### src/rtl/dtim_pkg.sv
package dtim_pkg;

  // Strobes from control to datapath, valid for one cycle
  typedef struct packed {
    logic tick;    // prescaler output pulse while counting
    logic reload;  // counter restarts (underflow or software strobe)
    logic update;  // shadow registers take preload values
  } dtimStrobes_t;

endpackage

### src/rtl/dtim_shadow_reg.sv
module dtim_shadow_reg #(
  parameter int W = 16,
  parameter logic [W-1:0] RST_VAL = '0
) (
  input  logic         clk,
  input  logic         rst_n,
  input  logic         wrEn,
  input  logic [W-1:0] wrData,
  input  logic         direct,
  input  logic         update,
  output logic [W-1:0] preVal,
  output logic [W-1:0] actVal
);

  always_ff @(posedge clk or negedge rst_n) begin
    if (!rst_n) begin
      preVal <= RST_VAL;
    end else if (wrEn) begin
      preVal <= wrData;
    end
  end

  // A direct write wins; otherwise the active copy follows preload on update
  always_ff @(posedge clk or negedge rst_n) begin
    if (!rst_n) begin
      actVal <= RST_VAL;
    end else if (wrEn && direct) begin
      actVal <= wrData;
    end else if (update) begin
      actVal <= preVal;
    end
  end

endmodule

### src/rtl/dtim_ctrl.sv
module dtim_ctrl
  import dtim_pkg::*;
#(
  parameter int PSC_W = 16
) (
  input  logic             clk,
  input  logic             rst_n,
  input  logic             cntEnable,
  input  logic             updDisable,
  input  logic             updReqSrc,
  input  logic             updGenStb,
  input  logic             flagClr,
  input  logic             irqEnable,
  input  logic [PSC_W-1:0] pscActive,
  input  logic             cntZero,
  output dtimStrobes_t     strobes,
  output logic             updFlag,
  output logic             irq
);

  logic [PSC_W-1:0] pscCnt;
  logic             tick;
  logic             underflow;
  logic             setFlag;

  assign tick      = cntEnable && (pscCnt == pscActive);
  assign underflow = tick && cntZero;
  assign setFlag   = !updDisable && (underflow || (updGenStb && !updReqSrc));

  always_comb begin
    strobes.tick   = tick;
    strobes.reload = underflow || updGenStb;
    strobes.update = !updDisable && (underflow || updGenStb);
  end

  // Prescaler counter: restarts on tick and on software strobe
  always_ff @(posedge clk or negedge rst_n) begin
    if (!rst_n) begin
      pscCnt <= '0;
    end else if (updGenStb || tick) begin
      pscCnt <= '0;
    end else if (cntEnable) begin
      pscCnt <= pscCnt + 1'b1;
    end
  end

  // Update flag: set has priority over clear
  always_ff @(posedge clk or negedge rst_n) begin
    if (!rst_n) begin
      updFlag <= 1'b0;
    end else if (setFlag) begin
      updFlag <= 1'b1;
    end else if (flagClr) begin
      updFlag <= 1'b0;
    end
  end

  assign irq = updFlag && irqEnable;

endmodule

### src/rtl/dtim_datapath.sv
module dtim_datapath
  import dtim_pkg::*;
#(
  parameter int CNT_W = 16,
  parameter int PSC_W = 16,
  parameter logic [CNT_W-1:0] ARR_RST = '1
) (
  input  logic             clk,
  input  logic             rst_n,
  input  dtimStrobes_t     strobes,
  input  logic             arPreloadEn,
  input  logic             arrWrEn,
  input  logic [CNT_W-1:0] arrWrData,
  input  logic             pscWrEn,
  input  logic [PSC_W-1:0] pscWrData,
  output logic [CNT_W-1:0] count,
  output logic [CNT_W-1:0] arrActive,
  output logic [PSC_W-1:0] pscActive,
  output logic             cntZero
);

  logic [CNT_W-1:0] arrPre;
  logic [PSC_W-1:0] pscPre;
  logic [CNT_W-1:0] loadVal;

  dtim_shadow_reg #(.W(CNT_W), .RST_VAL(ARR_RST)) u_arr (
    .clk    (clk),
    .rst_n  (rst_n),
    .wrEn   (arrWrEn),
    .wrData (arrWrData),
    .direct (!arPreloadEn),
    .update (strobes.update),
    .preVal (arrPre),
    .actVal (arrActive)
  );

  dtim_shadow_reg #(.W(PSC_W), .RST_VAL('0)) u_psc (
    .clk    (clk),
    .rst_n  (rst_n),
    .wrEn   (pscWrEn),
    .wrData (pscWrData),
    .direct (1'b0),
    .update (strobes.update),
    .preVal (pscPre),
    .actVal (pscActive)
  );

  // Active reload is refreshed before the counter reload: pick the preload on update
  assign loadVal = strobes.update ? arrPre : arrActive;
  assign cntZero = (count == '0);

  always_ff @(posedge clk or negedge rst_n) begin
    if (!rst_n) begin
      count <= '0;
    end else if (strobes.reload) begin
      count <= loadVal;
    end else if (strobes.tick) begin
      count <= count - 1'b1;
    end
  end

  logic unusedPsc;
  assign unusedPsc = ^pscPre;

endmodule

### src/rtl/dtim_core.sv
module dtim_core
  import dtim_pkg::*;
#(
  parameter int CNT_W = 16,
  parameter int PSC_W = 16,
  parameter logic [CNT_W-1:0] ARR_RST = '1
) (
  input  logic             clk,
  input  logic             rst_n,
  input  logic             cntEnable,
  input  logic             updDisable,
  input  logic             updReqSrc,
  input  logic             arPreloadEn,
  input  logic             irqEnable,
  input  logic             updGenStb,
  input  logic             flagClr,
  input  logic             arrWrEn,
  input  logic [CNT_W-1:0] arrWrData,
  input  logic             pscWrEn,
  input  logic [PSC_W-1:0] pscWrData,
  output logic [CNT_W-1:0] count,
  output logic [CNT_W-1:0] arrActive,
  output logic [PSC_W-1:0] pscActive,
  output logic             updFlag,
  output logic             irq
);

  dtimStrobes_t strobes;
  logic         cntZero;

  dtim_ctrl #(.PSC_W(PSC_W)) u_ctrl (
    .clk        (clk),
    .rst_n      (rst_n),
    .cntEnable  (cntEnable),
    .updDisable (updDisable),
    .updReqSrc  (updReqSrc),
    .updGenStb  (updGenStb),
    .flagClr    (flagClr),
    .irqEnable  (irqEnable),
    .pscActive  (pscActive),
    .cntZero    (cntZero),
    .strobes    (strobes),
    .updFlag    (updFlag),
    .irq        (irq)
  );

  dtim_datapath #(.CNT_W(CNT_W), .PSC_W(PSC_W), .ARR_RST(ARR_RST)) u_dp (
    .clk         (clk),
    .rst_n       (rst_n),
    .strobes     (strobes),
    .arPreloadEn (arPreloadEn),
    .arrWrEn     (arrWrEn),
    .arrWrData   (arrWrData),
    .pscWrEn     (pscWrEn),
    .pscWrData   (pscWrData),
    .count       (count),
    .arrActive   (arrActive),
    .pscActive   (pscActive),
    .cntZero     (cntZero)
  );

endmodule

### config.mk
export PLATFORM = sky130hd
export DESIGN_NAME = dtim_core
export DESIGN_NICKNAME = d
export VERILOG_FILES = /design/src/rtl/dtim_pkg.sv /design/src/rtl/dtim_shadow_reg.sv /design/src/rtl/dtim_ctrl.sv /design/src/rtl/dtim_datapath.sv /design/src/rtl/dtim_core.sv
export SDC_FILE = /design/constraint.sdc
export NUM_CORES = 1
export LEC_CHECK = 0
export ABC_CLOCK_PERIOD_IN_PS = 2800
export BUFFER_PORTS_ARGS = -buffer_cell sky130_fd_sc_hd__buf_2
export CAP_MARGIN = 20
export CELL_PAD_IN_SITES_DETAIL_PLACEMENT = 0
export CELL_PAD_IN_SITES_GLOBAL_PLACEMENT = 2
export CORE_MARGIN = 2
export CORE_UTILIZATION = 33
export DETAILED_ROUTE_END_ITERATION = 8
export PLACE_DENSITY = 0.78
export SYNTH_ARGS = -nofsm -noshare
export SYNTH_HDL_FRONTEND = slang
export SYNTH_SLANG_ARGS = --single-unit
### constraint.sdc
create_clock -name clk -period 2.8 [get_ports clk]
set_clock_uncertainty 0.05 [all_clocks]
set_input_delay 0.14 -clock clk [delete_from_list [all_inputs] [get_ports clk]]
set_output_delay 0.14 -clock clk [all_outputs]
set_load 0.02 [all_outputs]
---- Yosys cells after proc, flatten, opt, wreduce, memory -nomap -nowiden ----
Cells that the tools add are included.
operators by class
  equality and inequality tests ........... 1
  reductions and logical operators ........ 17
  $add $sub $neg .......................... 2
  multiplexer cells ....................... 8
operators by type and width
  kind                                                                   count
  16-bit 2-to-1 mux                                                      6
  16-bit by 1-bit adder with 16-bit output (second input constant)       1
  16-bit == test                                                         1
  16-bit zero test                                                       1
  16-bit by 1-bit subtractor with 16-bit output (second input constant)  1
  1-bit logical AND                                                      7
  2-bit nonzero test                                                     3
  1-bit zero test                                                        3
  1-bit logical OR                                                       3
  1-bit 2-to-1 mux                                                       2
storage, ports and cells
  bits in registers ....................... 97
  word-level logic and storage cells ...... 35
  output and inout bits ................... 50
  input bits .............................. 43

---- Depth between registers and ports, before layout ----
  word-level depth ........................ 7
  depth in mapped cells ................... 9
  gate-level depth less buffers ........... 8

---- By module ----
From an unflattened synthesis, not the netlist that was laid out.
unflattened totals
  cell total of the unflattened synthesis .. 440
  area total of the unflattened synthesis .. 5245.0 µm²
by module, submodules not included
  module                         instances  cells an instance  area each (µm²)
  dtim_shadow_reg at u_dp.u_arr  1          106                1488.9
  dtim_shadow_reg at u_dp.u_psc  1          106                1448.9
  dtim_ctrl                      1          124                1206.2
  dtim_datapath                  1          104                1101.1

---- Worst setup path after synthesis ----
OpenSTA, ideal clock, no wires.
  path type ............................... register to register
  start ................................... reg u_dp.count[9]
  end ..................................... reg u_dp.u_psc.actVal[10]
  buffers on the path ..................... 2
  arrival time ............................ 2.580 ns
  clock period less this slack ............ 2.755 ns
  setup slack ............................. 0.045 ns
  data required time ...................... 2.625 ns
  stages on the path, launching flop included .. 8
  cells stage by stage .................... dfrtp_1 or4_1 buf_2 or4_4 nor4_4 o2bb2ai_4 buf_6 mux2_2
on the way
  longest elaborated chain between the ends .. 4
ends and longest elaborated chain
  what                      RTL line               text
  start: declaration        dtim_datapath.sv:16    output logic [CNT_W-1:0] count,
  start signal: assignment  dtim_datapath.sv:56    count <= loadVal;
  start signal: assignment  dtim_datapath.sv:58    count <= count - 1'b1;
  16-bit zero test          dtim_datapath.sv:50    assign cntZero = (count == '0);
  1-bit logical AND         dtim_ctrl.sv:27        assign underflow = tick && cntZero;
  1-bit logical OR          dtim_ctrl.sv:33        strobes.update = !updDisable && (underflow || updGenStb);
  1-bit logical AND         dtim_ctrl.sv:33
  end signal: assignment    dtim_shadow_reg.sv:28  actVal <= wrData;
  end signal: assignment    dtim_shadow_reg.sv:30  actVal <= preVal;
  end: declaration          dtim_shadow_reg.sv:12  output logic [W-1:0] actVal
Every way passes these cells.
A chain may end at the register's enable or synchronous reset.

---- Worst setup path in the final report ----
  start ................................... reg u_dp.count[1]
  end ..................................... reg u_dp.u_psc.actVal[13]
Same word-level chain as after synthesis.

==> impl_metrics.py <==
metrics = {
    "outcome": {
        "status": "finished clean",
    },
    "synth": {
        "yosysSeqAreaShare_pct": 50.6,
        "synth_edf_count": 0,
        "synth_seq_cells": 97,
        "ys_types": 47,
        "synth_area_leaders": "dfrtp_1 33%, dfstp_2 17%, mux2_2 11%",
        "synth_most_common_cell": "dfrtp_1",
        "synth_flop_cell": "dfrtp_1",
        "syn_avg_cell_area_um2": 11.4,
        "yosys.area.top_type_share_pct": 33.3,
        "syn_nets": 475,
        "synth_warnings": 0,
        "syn_inst": 429,
        "netlist_area_mm2": 0.00488,
        "synth.largest_area_cell": "dfrtp_1",
        "yosys-top-cells-count": "65 x dfrtp_1, 49 x mux2_2, 43 x nor2_1",
        "synthArstFlopShare_pct": 100,
    },
    "floorplan": {
        "core_area_mm2": 0.0145,
        "rows": 44,
        "die_w_um": 126,
        "io_pins": 93,
        "die_y_um": 126,
        "initial_core_util_pct": 33.7,
        "dieArea_mm2": 0.0158,
    },
    "global_routing": {
        "antenna_found_initial": 0,
        "first_global_vias": 3719,
        "grt_pass1_wl_um": 19900,
        "grt-ovfl-total": 0,
        "grt_max_degree": 83,
        "grt_usage_pct": 16.3,
    },
    "worst_setup_path": {
        "worstPathMaxFanout": 18,
        "reg2reg_slack_ns": 0.13,
        "reg2reg_to": "u_dp.u_psc.actVal[13]",
        "r2r-start": "u_dp.count[1]",
        "criticalPathCategory": "register to register",
        "cp-start-kind": "register",
        "critical_path_arrival_ns": 2.86,
        "cp.required_ns": 2.99,
        "cp-end-kind": "register",
        "reg2reg_depth": 8,
    },
    "timing": {
        "hold_viol": 0,
        "max_freq_mhz": 375,
        "final.period_utilization_pct": 95.2,
        "relSlewSlack_pct": 59.4,
        "slew_violations": 0,
        "rsz0062_at_grt": "no",
        "finalCriticalPeriod_ns": 2.67,
        "worst_pin_slew_ns": 0.603,
        "setup_ws_ns": 0.134,
        "tns_ns": 0,
        "final-setup-viol-count": 0,
    },
    "power_and_ir_drop": {
        "p_int_mw": 2.72,
        "clkPwrFrac_pct": 32.5,
        "total_power_mw": 3.94,
        "p_switching_mw": 1.22,
        "ir_drop_mv": 0.332,
        "p_leak_nw": 2.68,
        "pwr-share-comb_pct": 22.9,
        "power_density_mw_per_mm2": 621,
        "sequentialPowerShare_pct": 44.6,
        "swShare_pct": 31.0,
    },
    "cells_and_area": {
        "drive_gt1_share_pct": 39.1,
        "syn_to_final_growth_pct": 30.0,
        "num_antenna_cells": 0,
        "nets": 619,
    },
    "min_path": {
        "holdPathEnd": "u_ctrl.updFlag",
        "whs_path_depth": 3,
        "min_path_type": "primary input to register",
        "worstHoldStart": "flagClr",
    },
    "clock_network": {
        "cts_buffer_depth": 2,
        "clkTransAtPathRegs_ns": 0.07,
        "cts_buffers": 9,
        "postCtsResizedCells": 0,
        "clock_latency_ns": 0.36,
        "cts.sink_count": 97,
        "cts_setup_buffers": 0,
        "cts_root_buf": "clkbuf_16",
        "cts.htree.levels": 3,
        "cts_tree": "yes",
        "cts_hold_buf": 33,
    },
    "route": {
        "met1_length_um": 6100,
        "dr.max_layer_used": "met4",
        "wl_met2_um": 5770,
        "antenna_left": 0,
        "wl_per_cell_um": 16.5,
        "routed_wl_um": 12600,
        "wl_met3_um": 511,
        "drt_iter0_markers": 246,
        "viasPerCell": 4.94,
        "drcViolationCount": 0,
        "vias": 3764,
        "first_pass_iters": 4,
    },
    "place": {
        "dpl.hpwl_um": 8880,
        "dp_slack_ns": 0.154,
        "port_buffers": 92,
        "gp_congestion": 0.876,
    },
    "flow_run": {
        "maxCapViolations": 0,
    },
}
cells in the final DEF (no fill, tap or decap), types with 6 or more instances in the layout:
| master | Yosys | routed |
|---|---|---|
| dlygate4sd3_1 | 0 | 33 |
| inv_1 | 7 | 7 |
| xor2_1 | 9 | 9 |
| buf_2 | 3 | 91 |
| mux2_2 | 49 | 49 |
| dfrtp_1 | 65 | 65 |
| a311oi_1 | 7 | 7 |
| o21ai_0 | 10 | 10 |
| a21oi_1 | 27 | 27 |
| nor2_1 | 43 | 43 |
| xnor2_1 | 22 | 22 |
| nand2_1 | 19 | 19 |
| or3_1 | 6 | 6 |
| mux2i_1 | 32 | 32 |
| nand4_1 | 9 | 9 |
| clkbuf_16 | 0 | 9 |
| buf_4 | 0 | 27 |
| nor3_1 | 10 | 10 |
| dfstp_2 | 32 | 32 |
| nand3_1 | 6 | 6 |
metrics by stage:
stage / instance area (um2) / hold slack [ns] / util [%] / instances
final: 6340 / 0.0137 / 43.8 / 762
after CTS: 6320 / 0.00592 / 43.6 / 761
after global routing: 6340 / 0.0485 / 43.8 / 762
after floorplan: 4880 / -0.206 / - / 429
after detailed placement: 5690 / 0.326 / 39.3 / 712
after global placement: 5690 / 0.322 / 39.3 / 712
metal layers:
metal	vias to the layer above	GRT usage, %
li1	1830	-
met1	1827	22.8
met2	89	24.8
met3	18	3.34
met4	0	6.27
met5	-	0
registers in the layout, summed over array words and instances (netlist names):
register,cells
u_dp.u_arr.preVal,16
u_dp.u_psc.preVal,16
u_ctrl.updFlag,1
u_dp.count,16
u_ctrl.pscCnt,16
u_dp.u_psc.actVal,16
u_dp.u_arr.actVal,16
cells by family (layout without fill, tap and decap cells):
| logic type | Yosys count | after routing | synth area share (%) |
|---|---|---|---|
| xor gates and xnor gates | 31 | 31 | 5.56 |
| buffers and inverters | 29 | 178 | 3.13 |
| muxes | 81 | 81 | 17.9 |
| DFF | 97 | 97 | 50.6 |
| adders and majority gates | 3 | 3 | 0.769 |
| and+or+nand+nor | 119 | 119 | 12.2 |
| AOI/OAI and AO/OA | 69 | 69 | 9.87 |
worst max-delay path by stage:
stage                           startpoint               endpoint  slack (ns)  cells after the start
after CTS                    u_dp.count[0]  u_dp.u_psc.actVal[13]        0.12                      8
after global routing         u_dp.count[1]  u_dp.u_psc.actVal[13]        0.04                      8
final                        u_dp.count[1]  u_dp.u_psc.actVal[13]        0.13                      8
after floorplan              u_dp.count[9]  u_dp.u_psc.actVal[10]        0.05                      7
after global placement    u_ctrl.pscCnt[0]         u_dp.count[13]        0.13                      6
after detailed placement     u_dp.count[0]  u_dp.u_psc.actVal[13]        0.15                      8
power groups by stage:
stage	sequential, mW	clock, mW	combinational (mW)
finish	1.76	1.28	0.904
global placement	1.78	0	0.866
detailed placement	1.78	0	0.872
global route	1.79	1.38	0.981
floorplan	1.92	0	0.365
CTS	1.76	1.32	0.910
final cells by class:
type	count	area [um2]
Multi-Input combinational cell	303	2260
Timing Repair Buffer	154	1060
Clock buffer	9	225
Sequential cell	97	2470
Clock inverter	7	76.3
Inverter	8	30.0
Fill cell	1391	8130
Tap cell	184	230
worst max-delay path: stages (launching register included):
cell and delay [ns]:
dfrtp_1 0.38, inv_1 0.12, ha_1 0.15, or3b_2 0.46, or4_4 0.45, nor4_4 0.20, o2bb2ai_4 0.18, buf_12 0.22
mux2_2 0.35
Note: power is estimated with default switching activity, not from simulation.
